### config.mk
export PLATFORM = sky130hd
export DESIGN_NAME = ecp_rev_rx
export DESIGN_NICKNAME = d
export VERILOG_FILES = /design/src/rtl/ecp_rx_pkg.sv /design/src/rtl/ecp_tick_timer.sv /design/src/rtl/ecp_cmd_decode.sv /design/src/rtl/ecp_run_store.sv /design/src/rtl/ecp_rev_rx.sv
export SDC_FILE = /design/constraint.sdc
export NUM_CORES = 1
export LEC_CHECK = 0
export ABC_CLOCK_PERIOD_IN_PS = 4300
export CORE_ASPECT_RATIO = 1.25
export CORE_MARGIN = 2
export CORE_UTILIZATION = 45
export DETAILED_ROUTE_END_ITERATION = 7
export MAX_ROUTING_LAYER = met4
export PLACE_DENSITY = 0.68
export SYNTH_ARGS = -nofsm -noshare
export SYNTH_HDL_FRONTEND = slang
export SYNTH_SLANG_ARGS = --single-unit
export TNS_END_PERCENT = 10
### constraint.sdc
create_clock -name clk -period 4.3 [get_ports clk]
set_clock_uncertainty 0.05 [all_clocks]
set_input_delay 0.86 -clock clk [delete_from_list [all_inputs] [get_ports clk]]
set_output_delay 0.86 -clock clk [all_outputs]
set_load 0.02 [all_outputs]
### src/rtl/ecp_rx_pkg.sv
package ecp_rx_pkg;

    // Width of the run count carried in a command byte (bits 6:0)
    localparam int RUN_W = 7;

    typedef enum logic [3:0] {
        S_IDLE,
        S_ENTRY,
        S_TURN_SETUP,
        S_TURN_WAIT,
        S_NEXT,
        S_EXPAND,
        S_WAIT,
        S_PUSH,
        S_ACK,
        S_FWD
    } rx_state_e;

    typedef enum logic [1:0] {
        LK_ENTRY,
        LK_FWD,
        LK_REV
    } link_e;

    typedef enum logic [1:0] {
        XS_OK   = 2'd0,
        XS_IDLE = 2'd1,
        XS_TMO  = 2'd2
    } xfer_stat_e;

endpackage

### src/rtl/ecp_tick_timer.sv
module ecp_tick_timer #(
    parameter int TW = 12
) (
    input  logic          clk,
    input  logic          rst_n,
    input  logic          clr_i,
    input  logic          tick_i,
    input  logic [TW-1:0] limit_i,
    output logic          expired_o
);

    logic [TW-1:0] cnt_d, cnt_q;

    always_comb begin
        cnt_d = cnt_q;
        if (clr_i)
            cnt_d = '0;
        else if (tick_i && !(&cnt_q))
            cnt_d = cnt_q + TW'(1);
    end

    always_ff @(posedge clk or negedge rst_n) begin
        if (!rst_n) cnt_q <= '0;
        else        cnt_q <= cnt_d;
    end

    assign expired_o = (cnt_q >= limit_i);

    // a freshly cleared window never reads as expired
    clr_fresh_chk: assert property (@(posedge clk) disable iff (!rst_n)
        clr_i |=> (!expired_o || limit_i == '0));

endmodule

### src/rtl/ecp_cmd_decode.sv
module ecp_cmd_decode
    import ecp_rx_pkg::*;
(
    input  logic [7:0]       byte_i,
    input  logic             busy_i,
    output logic             is_data_o,
    output logic             is_run_o,
    output logic [RUN_W-1:0] run_len_o
);

    always_comb begin
        is_data_o = busy_i;
        is_run_o  = !busy_i && !byte_i[7];
        run_len_o = byte_i[RUN_W-1:0];
    end

endmodule

### src/rtl/ecp_run_store.sv
module ecp_run_store
    import ecp_rx_pkg::*;
(
    input  logic             clk,
    input  logic             rst_n,
    input  logic             clr_i,
    input  logic             load_i,
    input  logic [RUN_W-1:0] load_len_i,
    input  logic             capture_i,
    input  logic [7:0]       capture_byte_i,
    input  logic             consume_i,
    output logic [RUN_W-1:0] run_cnt_o,
    output logic             run_wait_o,
    output logic [7:0]       rep_byte_o
);

    typedef struct packed {
        logic [RUN_W-1:0] cnt;
        logic             wait_byte;
        logic [7:0]       rep;
    } run_t;

    run_t d, q;

    always_comb begin
        d = q;
        if (clr_i) begin
            d.cnt       = '0;
            d.wait_byte = 1'b0;
        end else if (load_i) begin
            d.cnt       = load_len_i;
            d.wait_byte = 1'b1;
        end else if (capture_i && q.wait_byte) begin
            d.rep       = capture_byte_i;
            d.wait_byte = 1'b0;
        end else if (consume_i) begin
            d.cnt       = q.cnt - RUN_W'(1);
        end
    end

    always_ff @(posedge clk or negedge rst_n) begin
        if (!rst_n) q <= '{cnt: '0, wait_byte: 1'b0, rep: '0};
        else        q <= d;
    end

    assign run_cnt_o  = q.cnt;
    assign run_wait_o = q.wait_byte;
    assign rep_byte_o = q.rep;


    no_empty_drain_chk: assert property (@(posedge clk) disable iff (!rst_n)
        consume_i |-> (q.cnt != '0 && !q.wait_byte));

endmodule

### src/rtl/ecp_rev_rx.sv
module ecp_rev_rx
    import ecp_rx_pkg::*;
#(
    parameter int CNT_W       = 16,
    parameter int SETUP_TICKS = 1,
    parameter int RESP_TICKS  = 6,
    parameter int IDLE_TICKS  = 2000
) (
    input  logic             clk,
    input  logic             rst_n,
    input  logic             tick_i,
    input  logic             rd_req_i,
    input  logic [CNT_W-1:0] rd_len_i,
    input  logic             fwd_req_i,
    output logic             idle_o,
    output logic             done_o,
    output logic [1:0]       done_status_o,
    input  logic [7:0]       pd_i,
    input  logic             ack_n_i,
    input  logic             busy_i,
    input  logic             perror_i,
    output logic             autofd_n_o,
    output logic             init_n_o,
    output logic             data_oe_o,
    output logic             out_valid_o,
    output logic [7:0]       out_data_o,
    input  logic             out_ready_i
);

    localparam int TW = $clog2(IDLE_TICKS + RESP_TICKS + SETUP_TICKS + 2);
    localparam logic [TW-1:0] LIM_SETUP = TW'(SETUP_TICKS);
    localparam logic [TW-1:0] LIM_RESP  = TW'(RESP_TICKS);
    localparam logic [TW-1:0] LIM_IDLE  = TW'(IDLE_TICKS);

    typedef struct packed {
        rx_state_e  st;
        link_e      link;
        logic       autofd_n;
        logic       init_n;
        logic       oe;
        logic [CNT_W-1:0] rem;
        logic [7:0] hold;
        logic       done;
        xfer_stat_e stat;
    } ctl_t;

    ctl_t d, q;

    logic             tmr_clr, tmr_exp;
    logic [TW-1:0]    tmr_lim;
    logic             is_data, is_run;
    logic [RUN_W-1:0] cmd_len;
    logic             rs_clr, rs_load, rs_capture, rs_consume;
    logic [RUN_W-1:0] run_cnt;
    logic             run_wait;
    logic [7:0]       rep_byte;

    ecp_tick_timer #(.TW(TW)) u_timer (
        .clk       (clk),
        .rst_n     (rst_n),
        .clr_i     (tmr_clr),
        .tick_i    (tick_i),
        .limit_i   (tmr_lim),
        .expired_o (tmr_exp)
    );

    ecp_cmd_decode u_decode (
        .byte_i    (pd_i),
        .busy_i    (busy_i),
        .is_data_o (is_data),
        .is_run_o  (is_run),
        .run_len_o (cmd_len)
    );

    ecp_run_store u_runs (
        .clk            (clk),
        .rst_n          (rst_n),
        .clr_i          (rs_clr),
        .load_i         (rs_load),
        .load_len_i     (cmd_len),
        .capture_i      (rs_capture),
        .capture_byte_i (q.hold),
        .consume_i      (rs_consume),
        .run_cnt_o      (run_cnt),
        .run_wait_o     (run_wait),
        .rep_byte_o     (rep_byte)
    );

    // Limit of the wait window that belongs to the current state
    always_comb begin
        unique case (q.st)
            S_TURN_SETUP: tmr_lim = LIM_SETUP;
            S_WAIT:       tmr_lim = LIM_IDLE;
            default:      tmr_lim = LIM_RESP;
        endcase
    end

    always_comb begin
        d          = q;
        d.done     = 1'b0;
        rs_clr     = 1'b0;
        rs_load    = 1'b0;
        rs_capture = 1'b0;
        rs_consume = 1'b0;
        unique case (q.st)
            S_IDLE: begin
                if (rd_req_i) begin
                    d.rem = rd_len_i;
                    unique case (q.link)
                        LK_ENTRY: begin
                            d.autofd_n = 1'b0;
                            d.st       = S_ENTRY;
                        end
                        LK_FWD: begin
                            d.autofd_n = 1'b0;
                            d.oe       = 1'b0;
                            rs_clr     = 1'b1;
                            d.st       = S_TURN_SETUP;
                        end
                        default: d.st = S_NEXT;
                    endcase
                end else if (fwd_req_i) begin
                    if (q.link == LK_REV) begin
                        d.init_n = 1'b1;
                        d.st     = S_FWD;
                    end else begin
                        d.done = 1'b1;
                        d.stat = XS_OK;
                    end
                end
            end
            S_ENTRY: begin
                if (perror_i) begin
                    d.oe   = 1'b0;
                    d.link = LK_FWD;
                    rs_clr = 1'b1;
                    d.st   = S_TURN_SETUP;
                end else if (tmr_exp) begin
                    d.autofd_n = 1'b1;
                    d.done     = 1'b1;
                    d.stat     = XS_TMO;
                    d.st       = S_IDLE;
                end
            end
            S_TURN_SETUP: begin
                if (tmr_exp) begin
                    d.init_n = 1'b0;
                    d.link   = LK_REV;
                    d.st     = S_TURN_WAIT;
                end
            end
            S_TURN_WAIT: begin
                if (!perror_i) begin
                    d.st = S_NEXT;
                end else if (tmr_exp) begin
                    d.done = 1'b1;
                    d.stat = XS_TMO;
                    d.st   = S_IDLE;
                end
            end
            S_NEXT: begin
                if (q.rem == '0) begin
                    d.done = 1'b1;
                    d.stat = XS_OK;
                    d.st   = S_IDLE;
                end else if (run_cnt != '0 && !run_wait) begin
                    d.st = S_EXPAND;
                end else begin
                    d.st = S_WAIT;
                end
            end
            S_EXPAND: begin
                if (out_ready_i) begin
                    rs_consume = 1'b1;
                    d.rem      = q.rem - CNT_W'(1);
                    if (q.rem == CNT_W'(1) || run_cnt == RUN_W'(1))
                        d.st = S_NEXT;
                end
            end
            S_WAIT: begin
                if (!ack_n_i) begin
                    d.hold = pd_i;
                    if (is_data) begin
                        d.st = S_PUSH;
                    end else begin
                        rs_load    = is_run;
                        d.autofd_n = 1'b1;
                        d.st       = S_ACK;
                    end
                end else if (tmr_exp) begin
                    d.done = 1'b1;
                    d.stat = XS_IDLE;
                    d.st   = S_IDLE;
                end
            end
            S_PUSH: begin
                if (out_ready_i) begin
                    d.rem      = q.rem - CNT_W'(1);
                    rs_capture = 1'b1;
                    d.autofd_n = 1'b1;
                    d.st       = S_ACK;
                end
            end
            S_ACK: begin
                if (ack_n_i) begin
                    d.autofd_n = 1'b0;
                    d.st       = S_NEXT;
                end else if (tmr_exp) begin
                    d.autofd_n = 1'b0;
                    d.done     = 1'b1;
                    d.stat     = XS_TMO;
                    d.st       = S_IDLE;
                end
            end
            S_FWD: begin
                if (perror_i || tmr_exp) begin
                    d.autofd_n = 1'b1;
                    d.oe       = 1'b1;
                    d.link     = LK_FWD;
                    rs_clr     = 1'b1;
                    d.done     = 1'b1;
                    d.stat     = perror_i ? XS_OK : XS_TMO;
                    d.st       = S_IDLE;
                end
            end
            default: d.st = S_IDLE;
        endcase
    end

    assign tmr_clr = (d.st != q.st);

    always_ff @(posedge clk or negedge rst_n) begin
        if (!rst_n)
            q <= '{st: S_IDLE, link: LK_ENTRY, autofd_n: 1'b1, init_n: 1'b1,
                   oe: 1'b1, rem: '0, hold: '0, done: 1'b0, stat: XS_OK};
        else
            q <= d;
    end

    assign idle_o        = (q.st == S_IDLE);
    assign done_o        = q.done;
    assign done_status_o = q.stat;
    assign autofd_n_o    = q.autofd_n;
    assign init_n_o      = q.init_n;
    assign data_oe_o     = q.oe;
    assign out_valid_o   = (q.st == S_EXPAND) || (q.st == S_PUSH);
    assign out_data_o    = (q.st == S_EXPAND) ? rep_byte : q.hold;


    rx_pins_chk: assert property (@(posedge clk) disable iff (!rst_n)
        out_valid_o |-> (!autofd_n_o && !init_n_o && !data_oe_o));


    drivers_off_chk: assert property (@(posedge clk) disable iff (!rst_n)
        !init_n_o |-> !data_oe_o);


    stream_hold_chk: assert property (@(posedge clk) disable iff (!rst_n)
        (out_valid_o && !out_ready_i) |=> (out_valid_o && $stable(out_data_o)));


    ack_after_strobe_chk: assert property (@(posedge clk) disable iff (!rst_n)
        ($rose(autofd_n_o) && !init_n_o) |-> $past(!ack_n_i));


    done_pulse_chk: assert property (@(posedge clk) disable iff (!rst_n)
        done_o |=> !done_o);

endmodule

==> results of run 1 <==
[path summary, 6_finish.rpt]
kind | slack, ns | depth (start not counted) | to | start
max | 0.77 | 5 | out_data_o[0] | q[35]
min | 0.43 | 1 | u_runs.run_cnt_o[6] | u_runs.run_cnt_o[6]
max reg2reg | 0.91 | 9 | u_runs.run_cnt_o[0] | q[35]
min reg2reg | 0.43 | 1 | u_runs.run_cnt_o[6] | u_runs.run_cnt_o[6]
max in group asynchronous | 2.67 | 2 | q[31] | rst_n
min in group asynchronous | 0.69 | 1 | u_timer.cnt_q[8] | rst_n
[flip-flops by register name, indices dropped and copies added, names as in the netlist]
register,flops
done_status_o,2
data_oe_o,1
u_runs.run_cnt_o,7
init_n_o,1
done_o,1
u_runs.run_wait_o,1
u_runs.rep_byte_o,8
u_timer.cnt_q,11
autofd_n_o,1
q,30
[per-stage QoR]
stage               setup slack (ns)  instances  utilization
finish                         0.766        643        0.553
global route                   0.604        643        0.553
CTS                            0.775        643        0.553
detailed placement             0.969        627        0.523
global placement                1.03        627        0.523
floorplan                       1.49        469            -
[cell families after synthesis]
| group | share of synthesized area |
|---|---|
| AND/OR/NAND/NOR | 0.256 |
| buffers and inverters | 0.0471 |
| adder cells (fa/ha/maj) | 0.0417 |
| XOR/XNOR | 0.0209 |
| multiplexers | 0.0694 |
| flip-flops | 0.376 |
| AO/OA/AOI/OAI | 0.189 |
[final cells by class]
cell class                      instances  area share
Inverter                               14      0.0104
Clock inverter                          7     0.00967
Multi-Input combinational cell        367       0.480
Sequential cell                        63       0.313
Clock buffer                            9      0.0446
Tap cell                              123      0.0305
Timing Repair Buffer                   60       0.112
[per-layer routing]
layer | wire, um | vias to the layer above
li1 | - | 1812
met1 | 4460 | 1744
met2 | 4970 | 93
met3 | 456 | 20
met4 | 257 | 0
met5 | 0 | -
[Yosys cell counts, types with 11 or more instances]
master,number,area [um2]
nand2_1,43,161
nand3_1,16,80.1
ha_1,14,175
nor2_1,39,146
dfrtp_1,60,1500
nor3_1,29,145
nor2b_1,11,68.8
clkbuf_1,12,45.0
mux2_2,25,282
inv_1,13,48.8
a21oi_1,37,185
o21ai_0,25,125
[where the power goes]
| group | total [W] | leakage [nW] | switching (W) | internal [W] |
|---|---|---|---|---|
| sequential | 0.00102 | 0.803 | 0.000221 | 0.000799 |
| combinational | 0.00140 | 1.08 | 0.000788 | 0.000616 |
| clock | 0.000677 | 0.124 | 0.000288 | 0.000389 |
==> flow_metrics.py, run 1 <==
metrics = {
    "outcome": {
        "status": "completed",
    },
    "final_layout": {
        "final_cell_mix": "dfrtp_1 (60), clkdlybuf4s50_1 (47), nand2_1 (43)",
        "areaGrowthSynthToFinish_pct": 20.2,
        "multi_input_area_um2": 2420,
        "fillers": 854,
        "register_area_um2": 1580,
        "drive_gt1_frac": 0.163,
        "nets": 562,
        "final_common_cell": "dfrtp_1",
        "n_antenna_cell": 0,
        "final_cell_area_um2": 5050,
    },
    "clock_tree": {
        "cts_buffer_depth": 2,
        "cts_root_buffer": "clkbuf_16",
        "numClockSinks": 63,
        "cts_hold_buf": 0,
        "cts_resized": 0,
        "clk_pin_slew_ns": 0.06,
        "tritoncts": "done",
        "htree_num_levels": 3,
        "cts_made_buffers": 9,
        "cts_setup_buffers": 0,
        "insertion_delay_ns": 0.34,
    },
    "floorplan": {
        "coreArea_um2": 9130,
        "dieArea_um2": 10100,
        "die_y_um": 112,
        "start_util": 0.460,
        "ios": 49,
        "die_w_um": 90.4,
        "num_rows": 39,
    },
    "route": {
        "vias_per_cell": 5.71,
        "drt_pass1_iterations": 4,
        "drtIter0Drc": 309,
        "vias": 3669,
        "routed_wl_mm": 10.1,
        "drc_errors": 0,
        "wire_per_inst_um": 15.8,
        "drtAntennaViolNets": 0,
    },
    "flow_run": {
        "cap_viol_max_count": 0,
    },
    "critical_path": {
        "critical_path.max_fanout": 12,
        "worstSetupPathType": "reg2out",
        "required_ns": 3.39,
        "critPathBufInv": 2,
        "max_stage_delay_ns": 0.54,
        "critical_path.top_delay_family": "buffers and inverters",
        "cp-start-kind": "flip-flop",
        "critPathCaptureType": "output pin",
        "crit_path_top_delay_cell": "dfrtp_1",
        "arrival_ns": 2.62,
        "crit_chain": "nand2b_2 -> nor3b_1 -> buf_4 -> mux2_2 -> clkdlybuf4s50_1",
    },
    "sta": {
        "rsz0062_at_grt": "false",
        "finalSetupViolCount": 0,
        "finalCriticalPeriod_ns": 3.53,
        "finalMaxSlewViolations": 0,
        "whs_ns": 0.433,
        "tightestPinTransition_ns": 1.11,
        "fmax_mhz": 283,
        "period_share": 0.822,
        "max_slew_margin": 0.262,
        "hold_violations": 0,
        "finalSetupTns_ns": 0,
    },
    "global_route": {
        "gr-usage-all-layers": 0.223,
        "gr-usage-met1": 0.276,
        "busiest_layer": "met2",
        "grt_use_met2": 0.357,
        "grt_max_degree": 49,
        "grt_pass1_vias": 3583,
        "grt-ovfl-total": 0,
        "antenna_found_initial": 0,
        "grt_pass1_wl_mm": 17.6,
        "grt_use_met3": 0.0501,
    },
    "pwr": {
        "power_density_nw_per_um2": 615,
        "ir_worst_vdd_mv": 0.246,
        "p_leak_nw": 2.01,
        "total_power_w": 0.00310,
    },
    "logic_synthesis": {
        "synth_edf_count": 0,
        "avgSynthCellArea_um2": 8.95,
        "yosysWarnings": 0,
        "synthFlopType": "dfrtp_1",
        "synth_cell_types": 72,
        "synth_area_um2": 4200,
        "async_reset_ff_frac": 1.00,
        "synthCells": 469,
        "ys_seq_area_frac": 0.376,
        "ys_ff_latch": 63,
        "syn_nets": 516,
    },
    "placement": {
        "gp_congestion": 0.958,
        "hpwl_mm": 7.38,
        "placed_cell_area_um2": 4770,
        "portBuffers": 48,
    },
    "min_path": {
        "hp-class": "reg2reg",
    },
}
(Power assumes the default switching activity.)
==> inputs of run 2 (changes only) <==
--- a/config.mk
+++ b/config.mk
@@ -5,13 +5,13 @@
 export SDC_FILE = /design/constraint.sdc
 export NUM_CORES = 1
 export LEC_CHECK = 0
-export ABC_CLOCK_PERIOD_IN_PS = 4300
+export ABC_CLOCK_PERIOD_IN_PS = 3000
 export CORE_ASPECT_RATIO = 1.25
 export CORE_MARGIN = 2
 export CORE_UTILIZATION = 45
 export DETAILED_ROUTE_END_ITERATION = 7
 export MAX_ROUTING_LAYER = met4
-export PLACE_DENSITY = 0.68
+export PLACE_DENSITY = 0.71
 export SYNTH_ARGS = -nofsm -noshare
 export SYNTH_HDL_FRONTEND = slang
 export SYNTH_SLANG_ARGS = --single-unit
==> constraint.sdc (replaced) <==
create_clock -name clk -period 3 [get_ports clk]
set_clock_uncertainty 0.05 [all_clocks]
set_input_delay 0.6 -clock clk [delete_from_list [all_inputs] [get_ports clk]]
set_output_delay 0.6 -clock clk [all_outputs]
set_load 0.02 [all_outputs]
==> run 2 against run 1 <==
Via count is 4.1% higher; clock power increased by 58%; critical path depth down 2; sequential power up 40%; worst setup slack worse by 0.65 ns; first-iteration DRC count down 24%; flip-flop and latch count is the same; final area is 3.7% higher; count of clock-buffer cells in the layout is 3 higher; register-to-register slack lost 0.77 ns; global-route usage is 0.57 points higher; die area stayed put.
==> flow_metrics.py, run 2 (synthesis results as in run 1) <==
metrics = {
    "pwr": {
        "ir_worst_vdd_mv": 0.451,
        "power_density_nw_per_um2": 893,
        "p_leak_nw": 2.15,
    },
    "clock_tree": {
        "tritoncts": "done",
        "insertion_delay_ns": 0.34,
        "cts_made_buffers": 9,
        "clk_pin_slew_ns": 0.06,
        "cts_setup_buffers": 0,
        "cts_root_buffer": "clkbuf_16",
        "numClockSinks": 63,
        "htree_num_levels": 3,
        "cts_buffer_depth": 2,
    },
    "flow_run": {
        "cap_viol_max_count": 0,
    },
    "route": {
        "routed_wl_mm": 10.8,
        "drtAntennaViolNets": 0,
        "vias_per_cell": 5.80,
        "drtIter0Drc": 236,
        "vias": 3819,
        "drt_pass1_iterations": 4,
        "wire_per_inst_um": 16.4,
        "drc_errors": 0,
    },
    "floorplan": {
        "start_util": 0.460,
        "num_rows": 39,
        "dieArea_um2": 10100,
        "ios": 49,
        "die_y_um": 112,
        "coreArea_um2": 9130,
        "die_w_um": 90.4,
    },
    "critical_path": {
        "critical_path.max_fanout": 28,
        "arrival_ns": 2.24,
        "worstSetupPathType": "reg2out",
        "cp-start-kind": "flip-flop",
        "critPathCaptureType": "output pin",
        "critPathLaunch": "q[33]",
        "r2r_start": "q[35]",
        "required_ns": 2.35,
    },
    "sta": {
        "period_share": 0.962,
        "max_slew_margin": 0.594,
        "hold_violations": 0,
        "finalSetupViolCount": 0,
        "fmax_mhz": 347,
        "tightestPinTransition_ns": 0.609,
        "finalMaxSlewViolations": 0,
        "finalCriticalPeriod_ns": 2.89,
    },
    "global_route": {
        "grt_pass1_wl_mm": 18.1,
        "grt_pass1_vias": 3793,
        "grt_max_degree": 41,
        "gr-usage-all-layers": 0.228,
        "antenna_found_initial": 0,
        "grt-ovfl-total": 0,
    },
    "final_layout": {
        "final_cell_mix": "dfrtp_1 (60), nand2_1 (43), nor2_1 (39), clkdlybuf4s50_1 (39), a21oi_1 (35)",
        "fin_cells": 658,
        "nets": 577,
        "final_common_cell": "dfrtp_1",
        "largest_reg_flops": 30,
        "areaGrowthSynthToFinish_pct": 24.6,
        "drive_gt1_frac": 0.194,
        "n_antenna_cell": 0,
        "utilization": 0.573,
        "top_register": "q",
    },
    "placement": {
        "portBuffers": 48,
        "hpwl_mm": 8.06,
        "gp_congestion": 0.950,
        "dpl.cell_count": 642,
    },
    "min_path": {
        "hp-class": "in2async",
    },
    "outcome": {
        "status": "completed",
    },
}
## run 2: cell count changes in the layout (fill, tap and decap cells not counted), sizes merged
cell	before	now
dlygate4sd2	0	8
clkinvlp	4	2
buf	13	28
clkdlybuf4s50	47	39
bufinv	0	1
inv	15	14
clkbuf	9	12
clkinv	2	1
## run 2: where the power goes
part           switching (W)  total, W  leakage [nW]  internal [W]
combinational        0.00123   0.00217          1.20      0.000940
sequential          0.000283   0.00143         0.803       0.00115
clock               0.000384   0.00107         0.145      0.000689
## run 2: critical path, cell delays in order (launching register included)
cell             delay (ns)
dfrtp_1                0.38
buf_4                  0.24
nor4_4                 0.56
clkdlybuf4s50_1        0.71
## run 2: timing repair
action / CTS / global route
cloned: 0 / 0
setup endpoints to repair: 8 / 13
gates resized for setup: 9 / 11
hold buffers: 0 / 0
## run 2: worst paths after layout
| check | to | slack, ns | cells after the start |
|---|---|---|---|
| setup / recovery | idle_o | 0.11 | 3 |
| hold / removal | u_timer.cnt_q[2] | 0.22 | 1 |
| setup reg to reg | u_runs.run_cnt_o[3] | 0.14 | 11 |
| hold reg to reg | u_runs.run_cnt_o[6] | 0.45 | 1 |
| max in group asynchronous | u_runs.run_cnt_o[0] | 2.05 | 2 |
| min in group clk | u_runs.run_cnt_o[6] | 0.45 | 1 |
## run 2: layout make-up
cell class                      count  area, um2
Sequential cell                    63       1580
Fill cell                         835       3890
Clock inverter                      4       53.8
Inverter                           14       52.6
Tap cell                          123        154
Clock buffer                       12        256
Timing Repair Buffer               75        684
Multi-Input combinational cell    367       2450
## run 2: metrics by stage
| step | TNS (ns) | hold WS, ns | cell area, um2 | total power [W] | setup WS, ns |
|---|---|---|---|---|---|
| after global routing | -0.00503 | 0.260 | 5230 | 0.00498 | -0.00503 |
| after detailed placement | 0 | 0.430 | 4900 | 0.00360 | 0.113 |
| final | 0 | 0.221 | 5230 | 0.00467 | 0.115 |
| after CTS | 0 | 0.237 | 5200 | 0.00465 | 0.0815 |
| after global placement | 0 | 0.427 | 4900 | 0.00354 | 0.188 |
| after floorplan | 0 | 0.254 | 4200 | 0.00290 | 0.190 |
## run 2: per-layer routing
| layer | global-route usage | wire [um] | vias up | share of wire |
|---|---|---|---|---|
| met5 | - | 0 | - | 0 |
| li1 | - | - | 1851 | - |
| met2 | 0.392 | 5490 | 86 | 0.51 |
| met3 | 0.0487 | 431 | 26 | 0.040 |
| met1 | 0.252 | 4490 | 1856 | 0.42 |
| met4 | 0.110 | 357 | 0 | 0.033 |
==> inputs of run 3 (changes only) <==
--- a/config.mk
+++ b/config.mk
@@ -7,11 +7,12 @@
 export LEC_CHECK = 0
 export ABC_CLOCK_PERIOD_IN_PS = 3000
 export CORE_ASPECT_RATIO = 1.25
-export CORE_MARGIN = 2
+export CORE_MARGIN = 1.5
 export CORE_UTILIZATION = 45
 export DETAILED_ROUTE_END_ITERATION = 7
 export MAX_ROUTING_LAYER = met4
 export PLACE_DENSITY = 0.71
+export SLEW_MARGIN = 10
 export SYNTH_ARGS = -nofsm -noshare
 export SYNTH_HDL_FRONTEND = slang
 export SYNTH_SLANG_ARGS = --single-unit
==> run 3 against run 2 <==
Global-route usage rose by 1.2 points; sequential power about the same; sequential share of layout area down 0.28 points; die area is 2.0% lower; wire length up 3.6%; utilization up 0.53 points; flip-flop and latch count is the same; fmax shrank 1.1%; combinational power grew 2%; final area up 0.93%; non-clock buffer count up 3; critical path type unchanged; largest cell class unchanged; largest power group unchanged.
==> flow_metrics.py, run 3 (synthesis results as in run 1) <==
metrics = {
    "outcome": {
        "status": "completed",
    },
    "global_route": {
        "grt_max_degree": 35,
        "grt_pass1_vias": 3822,
        "antenna_found_initial": 0,
        "grt-ovfl-total": 0,
        "gr-usage-all-layers": 0.241,
        "grt_pass1_wl_mm": 18.1,
    },
    "sta": {
        "finalCriticalPeriod_ns": 2.92,
        "max_slew_margin": 0.464,
        "tightestPinTransition_ns": 0.804,
        "finalSetupTns_ns": 0,
        "hold_violations": 0,
        "finalMaxSlewViolations": 0,
        "fmax_mhz": 343,
        "finalSetupViolCount": 0,
        "period_share": 0.972,
        "rsz0062_at_grt": "false",
        "finalWorstSetupSlack_ns": 0.0833,
    },
    "critical_path": {
        "critical_path.max_fanout": 11,
        "cp-start-kind": "flip-flop",
        "arrival_ns": 2.27,
        "critPathCaptureType": "output pin",
        "worstSetupPathType": "reg2out",
        "required_ns": 2.35,
    },
    "route": {
        "vias": 3822,
        "drtAntennaViolNets": 0,
        "drc_errors": 0,
        "wire_per_inst_um": 16.9,
        "routed_wl_mm": 11.2,
        "drt_pass1_iterations": 4,
        "vias_per_cell": 5.78,
        "drtIter0Drc": 256,
    },
    "floorplan": {
        "dieArea_um2": 9920,
        "num_rows": 39,
        "die_w_um": 89.4,
        "die_y_um": 111,
        "start_util": 0.460,
        "coreArea_um2": 9130,
        "ios": 49,
    },
    "placement": {
        "gp_congestion": 0.999,
        "placed_cell_area_um2": 4900,
        "dpl_worst_slack_ns": 0.0516,
        "portBuffers": 48,
        "hpwl_mm": 8.23,
    },
    "clock_tree": {
        "numClockSinks": 63,
        "tritoncts": "done",
        "cts_hold_buf": 0,
        "htree_num_levels": 3,
        "insertion_delay_ns": 0.34,
        "cts_made_buffers": 9,
        "cts_root_buffer": "clkbuf_16",
        "cts_buffer_depth": 2,
        "clk_pin_slew_ns": 0.06,
    },
    "final_layout": {
        "final_common_cell": "dfrtp_1",
        "final_cell_mix": "dfrtp_1 (60), nand2_1 (43), nor2_1 (39), clkdlybuf4s50_1 (39), a21oi_1 (36)",
        "n_antenna_cell": 0,
        "nets": 580,
        "areaGrowthSynthToFinish_pct": 25.8,
        "top_register": "q",
        "final_cell_area_um2": 5280,
        "drive_gt1_frac": 0.201,
        "multi_input_area_um2": 2470,
        "register_area_um2": 1580,
        "largest_reg_flops": 30,
        "utilization": 0.579,
        "fillers": 824,
    },
    "pwr": {
        "ir_worst_vdd_mv": 0.403,
        "total_power_w": 0.00475,
        "p_leak_nw": 2.22,
        "power_density_nw_per_um2": 900,
    },
    "flow_run": {
        "cap_viol_max_count": 0,
    },
    "min_path": {
        "hp-class": "in2async",
    },
}
## run 3: area by class of cell
cell class                      count  area share
Timing Repair Buffer               78       0.135
Tap cell                          123      0.0291
Clock buffer                       11      0.0479
Sequential cell                    63       0.299
Inverter                           14     0.00995
Clock inverter                      5      0.0118
Multi-Input combinational cell    367       0.467
## run 3: where the power goes
group          total, W  internal [W]  switching, W
clock network   0.00111      0.000695      0.000417
logic           0.00221      0.000961       0.00125
registers       0.00143       0.00115      0.000288
total           0.00475       0.00280       0.00195
## run 3: critical path: stages, from the launching register on
cell and delay (ns):
dfrtp_1 0.37, buf_4 0.18, buf_4 0.19, nor4_4 0.47, clkdlybuf4s50_1 0.72
## run 3: through the flow
step	hold WS, ns	cells
after global placement	0.430	644
after CTS	0.321	660
after detailed placement	0.436	644
final	0.301	661
after global routing	0.366	661
after floorplan	0.254	469
## run 3: final timing paths
path | cells after the start | to | slack (ns) | from
max reg2reg | 11 | u_runs.run_cnt_o[3] | 0.12 | q[32]
max | 4 | idle_o | 0.08 | q[34]
min | 1 | u_timer.cnt_q[1] | 0.30 | rst_n
max in group asynchronous | 2 | q[18] | 1.86 | rst_n
min in group clk | 1 | u_runs.rep_byte_o[4] | 0.45 | u_runs.rep_byte_o[4]
min reg2reg | 1 | u_runs.rep_byte_o[4] | 0.45 | u_runs.rep_byte_o[4]
## run 3: repair_timing
action / 4_1_cts / 5_1_grt
gates resized for setup: 3 / 17
setup endpoints to repair: 8 / 25
buffers inserted: 0 / 1
pin swaps: 0 / 1
## run 3: per-layer routing
layer	track usage	up-vias	share of wire
met5	-	-	0
li1	-	1860	-
met1	0.291	1825	0.42
met4	0.0985	0	0.032
met2	0.395	107	0.51
met3	0.0372	30	0.040
